## src/rtl/tsf_pkg.sv

```systemverilog
package tsf_pkg;
  localparam int WORD_W = 16;
  localparam int BYTE_W = 8;
  localparam int REG_AW = 3;

  localparam logic [REG_AW-1:0] ADDR_STAT  = 3'd0;
  localparam logic [REG_AW-1:0] ADDR_CTRL  = 3'd1;
  localparam logic [REG_AW-1:0] ADDR_WMARK = 3'd2;
  localparam logic [REG_AW-1:0] ADDR_WPTR  = 3'd3;
  localparam logic [REG_AW-1:0] ADDR_RPTR  = 3'd4;
  localparam logic [REG_AW-1:0] ADDR_LOST  = 3'd5;
  localparam logic [REG_AW-1:0] ADDR_COUNT = 3'd6;
  localparam logic [REG_AW-1:0] ADDR_DATA  = 3'd7;

  localparam int CTRL_ROLL  = 0;
  localparam int CTRL_ENTRY = 1;
  localparam int CTRL_DCLR  = 2;
  localparam int CTRL_FLUSH = 3;

  typedef struct packed {
    logic data_clears;
    logic entry_only;
    logic rollover;
  } ctrl_t;
endpackage

```

## src/rtl/tsf_store.sv

```systemverilog
module tsf_store #(
  parameter int DEPTH  = 32,
  parameter int WORD_W = 16,
  parameter int PTR_W  = 5
) (
  input  logic              clk,
  input  logic              rst_n,
  input  logic              we,
  input  logic [PTR_W-1:0]  waddr,
  input  logic [WORD_W-1:0] wdata,
  input  logic [PTR_W-1:0]  raddr,
  output logic [WORD_W-1:0] rdata
);
  logic [WORD_W-1:0] mem [DEPTH];

  always_ff @(posedge clk or negedge rst_n) begin
    if (!rst_n) begin
      for (int i = 0; i < DEPTH; i++) mem[i] <= '0;
    end else if (we) begin
      mem[waddr] <= wdata;
    end
  end

  assign rdata = mem[raddr];
endmodule

```

## src/rtl/tsf_ptrctl.sv

```systemverilog
module tsf_ptrctl #(
  parameter int DEPTH  = 32,
  parameter int PTR_W  = 5,
  parameter int CNT_W  = 6,
  parameter int LOST_W = 5
) (
  input  logic              clk,
  input  logic              rst_n,
  input  logic              push,
  input  logic              flush,
  input  logic              data_rd,
  input  logic              rptr_wr,
  input  logic [PTR_W-1:0]  rptr_wdata,
  input  logic              rollover,
  output logic [PTR_W-1:0]  wptr,
  output logic [PTR_W-1:0]  rptr,
  output logic [CNT_W-1:0]  count,
  output logic [CNT_W-1:0]  count_nxt,
  output logic [LOST_W-1:0] lost,
  output logic              phase,
  output logic              mem_we,
  output logic              pop,
  output logic              lose,
  output logic              full
);
  localparam logic [CNT_W-1:0]  FULL_C   = CNT_W'(DEPTH);
  localparam logic [LOST_W-1:0] LOST_MAX = '1;

  logic              empty;
  logic              grow;
  logic [LOST_W-1:0] lost_base;
  logic [LOST_W-1:0] lost_nxt;
  logic [PTR_W-1:0]  rptr_nxt;

  assign full   = (count == FULL_C);
  assign empty  = (count == '0);
  // the low byte read completes a word
  assign pop    = data_rd && phase && !empty && !flush;
  assign lose   = push && full && !flush;
  assign grow   = push && !full && !flush;
  assign mem_we = push && !flush && (!full || rollover);

  always_comb begin
    count_nxt = count;
    if (grow && !pop)      count_nxt = count + CNT_W'(1);
    else if (pop && !grow) count_nxt = count - CNT_W'(1);
  end

  always_comb begin
    lost_base = pop ? '0 : lost;
    lost_nxt  = (lose && lost_base != LOST_MAX) ? lost_base + LOST_W'(1) : lost_base;
  end

  assign rptr_nxt = rptr + PTR_W'(pop) + PTR_W'(lose && rollover);

  always_ff @(posedge clk or negedge rst_n) begin
    if (!rst_n) begin
      wptr  <= '0;
      rptr  <= '0;
      count <= '0;
      lost  <= '0;
      phase <= 1'b0;
    end else if (flush) begin
      wptr  <= '0;
      rptr  <= '0;
      count <= '0;
      lost  <= '0;
      phase <= 1'b0;
    end else begin
      wptr  <= wptr + PTR_W'(mem_we);
      rptr  <= rptr_wr ? rptr_wdata : rptr_nxt;
      count <= count_nxt;
      lost  <= lost_nxt;
      if (rptr_wr)                phase <= 1'b0;
      else if (data_rd && !empty) phase <= ~phase;
    end
  end
endmodule

```

## src/rtl/tsf_wmark.sv

```systemverilog
module tsf_wmark #(
  parameter int DEPTH = 32,
  parameter int PTR_W = 5,
  parameter int CNT_W = 6
) (
  input  logic             clk,
  input  logic             rst_n,
  input  logic             push,
  input  logic             flush,
  input  logic [CNT_W-1:0] count,
  input  logic [CNT_W-1:0] count_nxt,
  input  logic [PTR_W-1:0] wmark,
  input  logic             entry_only,
  input  logic             data_clears,
  input  logic             stat_rd,
  input  logic             data_rd,
  output logic             af
);
  localparam logic [CNT_W-1:0] DEPTH_C = CNT_W'(DEPTH);

  logic [CNT_W-1:0] limit;
  logic             in_now;
  logic             in_next;
  logic             set_ev;
  logic             clr_ev;

  assign limit   = DEPTH_C - CNT_W'(wmark);
  assign in_now  = (count >= limit);
  assign in_next = (count_nxt >= limit);

  always_comb begin
    if (entry_only) set_ev = push && !flush && in_next && !in_now;
    else            set_ev = push && !flush && in_next;
  end

  assign clr_ev = stat_rd || (data_clears && data_rd);

  always_ff @(posedge clk or negedge rst_n) begin
    if (!rst_n)      af <= 1'b0;
    else if (flush)  af <= 1'b0;
    else if (set_ev) af <= 1'b1;
    else if (clr_ev) af <= 1'b0;
  end
endmodule

```

## src/rtl/tsf_regfile.sv

```systemverilog
module tsf_regfile
  import tsf_pkg::*;
#(
  parameter int PTR_W  = 5,
  parameter int CNT_W  = 6,
  parameter int LOST_W = 5
) (
  input  logic              clk,
  input  logic              rst_n,
  input  logic              reg_wr,
  input  logic              reg_rd,
  input  logic [REG_AW-1:0] reg_addr,
  input  logic [BYTE_W-1:0] reg_wdata,
  input  logic [PTR_W-1:0]  wptr,
  input  logic [PTR_W-1:0]  rptr,
  input  logic [CNT_W-1:0]  count,
  input  logic [LOST_W-1:0] lost,
  input  logic              af,
  input  logic [BYTE_W-1:0] data_byte,
  output ctrl_t             cfg,
  output logic [PTR_W-1:0]  wmark,
  output logic              flush,
  output logic              rptr_wr,
  output logic [PTR_W-1:0]  rptr_wdata,
  output logic              stat_rd,
  output logic              data_rd,
  output logic [BYTE_W-1:0] reg_rdata
);
  logic ctrl_wr;
  logic wmark_wr;

  assign ctrl_wr    = reg_wr && (reg_addr == ADDR_CTRL);
  assign wmark_wr   = reg_wr && (reg_addr == ADDR_WMARK);
  assign flush      = ctrl_wr && reg_wdata[CTRL_FLUSH];
  assign rptr_wr    = reg_wr && (reg_addr == ADDR_RPTR);
  assign rptr_wdata = reg_wdata[PTR_W-1:0];
  assign stat_rd    = reg_rd && (reg_addr == ADDR_STAT);
  assign data_rd    = reg_rd && (reg_addr == ADDR_DATA);

  always_ff @(posedge clk or negedge rst_n) begin
    if (!rst_n) begin
      cfg   <= '0;
      wmark <= '0;
    end else begin
      if (ctrl_wr) begin
        cfg.rollover    <= reg_wdata[CTRL_ROLL];
        cfg.entry_only  <= reg_wdata[CTRL_ENTRY];
        cfg.data_clears <= reg_wdata[CTRL_DCLR];
      end
      if (wmark_wr) wmark <= reg_wdata[PTR_W-1:0];
    end
  end

  always_comb begin
    reg_rdata = '0;
    case (reg_addr)
      ADDR_STAT:  reg_rdata = BYTE_W'(af);
      ADDR_CTRL:  reg_rdata = BYTE_W'({cfg.data_clears, cfg.entry_only, cfg.rollover});
      ADDR_WMARK: reg_rdata = BYTE_W'(wmark);
      ADDR_WPTR:  reg_rdata = BYTE_W'(wptr);
      ADDR_RPTR:  reg_rdata = BYTE_W'(rptr);
      ADDR_LOST:  reg_rdata = BYTE_W'(lost);
      ADDR_COUNT: reg_rdata = BYTE_W'(count);
      default:    reg_rdata = data_byte;
    endcase
  end
endmodule

```

## src/rtl/temp_fifo.sv

```systemverilog
module temp_fifo
  import tsf_pkg::*;
#(
  parameter int DEPTH  = 32,
  parameter int LOST_W = 5
) (
  input  logic              clk,
  input  logic              rst_n,
  input  logic              samp_valid,
  input  logic [WORD_W-1:0] samp_data,
  input  logic              reg_wr,
  input  logic              reg_rd,
  input  logic [REG_AW-1:0] reg_addr,
  input  logic [BYTE_W-1:0] reg_wdata,
  output logic [BYTE_W-1:0] reg_rdata,
  output logic              almost_full
);
  localparam int PTR_W = $clog2(DEPTH);
  localparam int CNT_W = PTR_W + 1;

  ctrl_t             cfg;
  logic [PTR_W-1:0]  wmark;
  logic              flush;
  logic              rptr_wr;
  logic [PTR_W-1:0]  rptr_wdata;
  logic              stat_rd;
  logic              data_rd;
  logic [PTR_W-1:0]  wptr;
  logic [PTR_W-1:0]  rptr;
  logic [CNT_W-1:0]  count;
  logic [CNT_W-1:0]  count_nxt;
  logic [LOST_W-1:0] lost;
  logic              phase;
  logic              mem_we;
  logic              pop;
  logic              lose;
  logic              full;
  logic [WORD_W-1:0] head_word;
  logic [BYTE_W-1:0] data_byte;

  tsf_regfile #(.PTR_W(PTR_W), .CNT_W(CNT_W), .LOST_W(LOST_W)) u_regs (
    .clk        (clk),
    .rst_n      (rst_n),
    .reg_wr     (reg_wr),
    .reg_rd     (reg_rd),
    .reg_addr   (reg_addr),
    .reg_wdata  (reg_wdata),
    .wptr       (wptr),
    .rptr       (rptr),
    .count      (count),
    .lost       (lost),
    .af         (almost_full),
    .data_byte  (data_byte),
    .cfg        (cfg),
    .wmark      (wmark),
    .flush      (flush),
    .rptr_wr    (rptr_wr),
    .rptr_wdata (rptr_wdata),
    .stat_rd    (stat_rd),
    .data_rd    (data_rd),
    .reg_rdata  (reg_rdata)
  );

  tsf_ptrctl #(.DEPTH(DEPTH), .PTR_W(PTR_W), .CNT_W(CNT_W), .LOST_W(LOST_W)) u_ptrs (
    .clk        (clk),
    .rst_n      (rst_n),
    .push       (samp_valid),
    .flush      (flush),
    .data_rd    (data_rd),
    .rptr_wr    (rptr_wr),
    .rptr_wdata (rptr_wdata),
    .rollover   (cfg.rollover),
    .wptr       (wptr),
    .rptr       (rptr),
    .count      (count),
    .count_nxt  (count_nxt),
    .lost       (lost),
    .phase      (phase),
    .mem_we     (mem_we),
    .pop        (pop),
    .lose       (lose),
    .full       (full)
  );

  tsf_store #(.DEPTH(DEPTH), .WORD_W(WORD_W), .PTR_W(PTR_W)) u_store (
    .clk   (clk),
    .rst_n (rst_n),
    .we    (mem_we),
    .waddr (wptr),
    .wdata (samp_data),
    .raddr (rptr),
    .rdata (head_word)
  );

  tsf_wmark #(.DEPTH(DEPTH), .PTR_W(PTR_W), .CNT_W(CNT_W)) u_wmark (
    .clk         (clk),
    .rst_n       (rst_n),
    .push        (samp_valid),
    .flush       (flush),
    .count       (count),
    .count_nxt   (count_nxt),
    .wmark       (wmark),
    .entry_only  (cfg.entry_only),
    .data_clears (cfg.data_clears),
    .stat_rd     (stat_rd),
    .data_rd     (data_rd),
    .af          (almost_full)
  );

  always_comb begin
    if (count == '0) data_byte = '0;
    else if (phase)  data_byte = head_word[BYTE_W-1:0];
    else             data_byte = head_word[WORD_W-1:BYTE_W];
  end
endmodule

```

## config.mk

```make
export PLATFORM = sky130hd
export DESIGN_NAME = temp_fifo
export DESIGN_NICKNAME = d
export VERILOG_FILES = /design/src/rtl/tsf_pkg.sv /design/src/rtl/tsf_store.sv /design/src/rtl/tsf_ptrctl.sv /design/src/rtl/tsf_wmark.sv /design/src/rtl/tsf_regfile.sv /design/src/rtl/temp_fifo.sv
export SDC_FILE = /design/constraint.sdc
export NUM_CORES = 1
export LEC_CHECK = 0
export CAP_MARGIN = 20
export CORE_MARGIN = 2
export CORE_UTILIZATION = 58
export DETAILED_ROUTE_END_ITERATION = 10
export DONT_BUFFER_PORTS = 1
export GPL_ROUTABILITY_DRIVEN = 0
export HOLD_SLACK_MARGIN = 0.03
export PLACE_DENSITY = 0.76
export SLEW_MARGIN = 10
export SYNTH_ARGS = -nofsm -noshare
export SYNTH_HDL_FRONTEND = slang
export SYNTH_SLANG_ARGS = --single-unit
```

## constraint.sdc

```tcl
create_clock -name clk -period 3.3 [get_ports clk]
set_input_delay 0.33 -clock clk [delete_from_list [all_inputs] [get_ports clk]]
set_output_delay 0.33 -clock clk [all_outputs]
set_load 0.05 [all_outputs]
```

==> metrics.md <==
| Metric | Value |
|---|---|
| Req. time, crit path | just under 3 ns |
| Syn Nets | 1792 |
| Worst r2r src | u_ptrs.count[0] |
| Vias | roughly 16000 |
| Data arrival time of the critical path | around 3.1 ns |
| Asr flop ratio synth | 100% |
| Hold Crit Class | primary input to async pin |
| CTS Hold Bufs | 32 |
| Iteration-0 DRC count of the detailed router | 1327 |
| Outcome | finished, violations left |
| Max transition margin | -33.8% |
| Multi-input gate area | between 10000 and 15000 sq um |
| Global-route usage over all layers | roughly 29% |
| Failing checks | negative hold slack, max-slew violations, negative setup slack |
| Share of the synthesized area in the top cell type | between 50% and 60% |
| Period minus WS final | approximately 3.4 ns |
| Vias in the first global route | 16477 |
| R2R Path End | u_ptrs.rptr[4] |
| CTS tree | built |
| Die width | between 200 and 250 um |
| Initial antenna violation count | 1 |
| Root Buffer | clkbuf_16 |
| Pleak | approximately 14 nW |
| Critical path peak fanout | 5 |
| Final instance area | 30000 sq um |
| Syn_area_per_cell | roughly 15 sq um |
| WS Path Type | register to output pin |
| CTS Sinks | 543 |
| Clk_skew | ~0.012 ns |
| Synth cell types | 67 |
| Area growth syn-to-layout | 15.5% |
| First-pass GRT wire length | 102000 um |
| Drt drc | 0 |
| Reg2reg setup slack | 0.18 ns |
| Share of cells above drive strength 1 | about half |
| Final wirelength | 65800 um |
| Endpoint type of the worst setup path | output pin |
| Gr ovfl total | 0 |
| Synth Instances | roughly 1700 |
| Yosys Warn Count | 0 |
| Achievable frequency | between 200 and 300 MHz |
| Final hold vios | 543 |
| Cell Area, Synth | between 20000 and 30000 sq um |
| Die Span Y | about 220 um |
| Worst Max-Slew Pin Slew | approximately 2 ns |
| CTS buffer count | between 50 and 60 |
| Setup slack after layout | -0.146 ns |
| MaxCap Viol Count | 0 |
| Initial Util | 58.7% |
| Setup WS pre-CTS | 0.0713 ns |
| H-Tree Depth | 2 |
| Max Transition Viols Final | 452 |
| Vias per cell | 6.41 |
| Fin Hold WS | -0.553 ns |
| Port bufs | 0 |
| Post-synth top area cell | dfrtp_1 |
| Nets@finish | 1866 |
| Setup-failing EPs final | 8 |
| Dominant synthesized flop cell | dfrtp_1 |
| Worst R2R Path Depth | 11 |
| Placed cell area | roughly 27000 sq um |
| WL/cell | between 20 and 30 um |
| #FFs+latches synth | approximately 540 |
| Sequential cell area | ~14000 sq um |
| Core ar. | 44200 sq um |
| Boundary Pins | between 40 and 50 |
| # rows | 77 |
| Final total power | about 28 mW |
| Unrepaired setup endpoints after global routing | true |
| Crit share post-route | 104% |
| Pwr dens | slightly above 900 nW/um^2 |
| CP Launch Type | register |
| Largest net degree at the start of global routing | 544 |
| Clock slew at reported path FFs | ~0.060 ns |
| HPWL Detailed | approximately 39000 um |
| EDFF count, synth | 0 |
| First-pass iteration count of the detailed router | 5 |
| Synth top area cells | dfrtp_1 52%, mux2_2 21%, mux4_2 10% |
| Sequential-to-total area share from yosys stat | between 50% and 60% |
| Worst-Skew Late Latency | a little over 0.6 ns |
| Max VDD drop | between 0.4 and 0.5 mV |
| Clk buf depth | 3 |
| Routed Antenna Nets | 0 |
| # fillers | between 2000 and 3000 |
| Die Area | between 40000 and 50000 sq um |
-- metrics by stage --
step	cells	TNS (ns)	util, %
after floorplan	1739	0	-
after global placement	2269	0	60.5
after detailed placement	2270	0	60.5
after CTS	2428	-0.752	67.0
after global routing	2447	-1.02	67.8
final	2447	-0.598	67.8
-- Yosys cell counts, drive strengths merged, types with 8 or more instances --
| master | count |
|---|---|
| dfrtp | 543 |
| o22ai | 16 |
| a21oi | 22 |
| mux2 | 521 |
| clkbuf | 73 |
| mux4 | 115 |
| buf | 76 |
| nand2 | 46 |
| ha | 20 |
| mux2i | 74 |
| nor2b | 8 |
| xnor2 | 13 |
| nor2 | 40 |
| o21ai | 19 |
| inv | 10 |
| a22oi | 12 |
| nor3 | 8 |
| nand3 | 16 |
| nand3b | 8 |
| and2 | 13 |
| a211oi | 13 |
-- power by group --
| group | internal (mW) | leakage (nW) | switching (mW) |
|---|---|---|---|
| logic | 6.02 | 5.59 | 4.32 |
| clock network | 3.67 | 0.902 | 2.63 |
| registers | 9.24 | 7.11 | 1.62 |
-- worst max path at each step --
stage                    start            to  slack (ns)  depth (start not counted)
6_report        u_ptrs.rptr[0]  reg_rdata[3]       -0.15                          7
5_1_grt         u_ptrs.rptr[0]  reg_rdata[3]       -0.16                          7
4_1_cts         u_ptrs.rptr[0]  reg_rdata[7]       -0.13                          8
3_5_place_dp    u_ptrs.rptr[0]  reg_rdata[1]        0.07                          8
3_3_place_gp    u_ptrs.rptr[0]  reg_rdata[1]        0.06                          8
2_1_floorplan  u_ptrs.count[0]    u_wmark.af        0.18                         12
-- worst max-delay path, cell delays in order, from the launching register on --
cell      delay [ns]
dfrtp_4         0.44
buf_12          0.16
buf_6           0.14
mux4_2          0.51
mux4_2          0.59
mux2i_4         0.23
o211ai_1        0.18
buf_4           0.23
-- flip-flops by register name, summed over array words and instances, names as in the netlist --
signal and cells:
u_wmark.af 1, u_regs.cfg 3, u_ptrs.wptr 5, u_ptrs.phase 1, u_ptrs.rptr 5, u_ptrs.lost 5
u_store.mem 512, u_regs.wmark 5, u_ptrs.count 6
-- placed cells by master, fill, tap and decap left out, types with 12 or more instances in the layout --
cell | netlist | routed
clkbuf_1 | 73 | 14
o22ai_1 | 16 | 14
and2_1 | 13 | 13
mux2i_1 | 74 | 60
nor2_2 | 12 | 14
mux2_2 | 477 | 477
mux4_2 | 115 | 115
clkbuf_16 | 0 | 59
nor2_1 | 28 | 26
buf_4 | 19 | 82
nand3_1 | 15 | 12
buf_6 | 10 | 18
a21oi_1 | 22 | 17
dfrtp_1 | 543 | 539
nand2_1 | 39 | 37
dlygate4sd3_1 | 0 | 25
clkbuf_8 | 0 | 14
ha_1 | 20 | 19
xnor2_1 | 13 | 13
buf_12 | 0 | 23
o21ai_0 | 19 | 15
mux2_4 | 40 | 40
-- layout make-up --
class	count	share of cell area (%)
Antenna cell	1	0.00835
Clock buffer	86	5.66
Clock inverter	13	0.430
Inverter	10	0.134
Multi-Input combinational cell	1037	39.8
Sequential cell	543	45.3
Tap cell	592	2.47
Timing Repair Buffer	165	6.20
-- cell families after synthesis --
group           after synthesis  synth area share [%]
mux                         710                  36.0
flops                       543                  52.3
simple gates                170                  3.81
buf+inv                     159                  3.10
compound gates              116                  3.04
fa+ha+maj                    22                  1.08
xor+xnor                     19                 0.641
-- what timing repair did --
action / in CTS / in global routing
endpoints found under the setup margin: 8 / 11
gates cloned: 5 / 1
endpoints found under the hold margin: 1070 / 543
pin swaps: 16 / 21
setup buffers: 22 / 7
resized for setup: 67 / 35
-- per-layer routing --
layer / vias to the layer above / global-route usage (%) / wire (um)
li1: 6603 / - / -
met1: 8453 / 40.3 / 28100
met2: 496 / 46.9 / 31700
met3: 129 / 4.58 / 3590
met4: 0 / 10.3 / 2430
met5: - / 0 / 0
No activity file was read; power rests on OpenSTA's default activity.
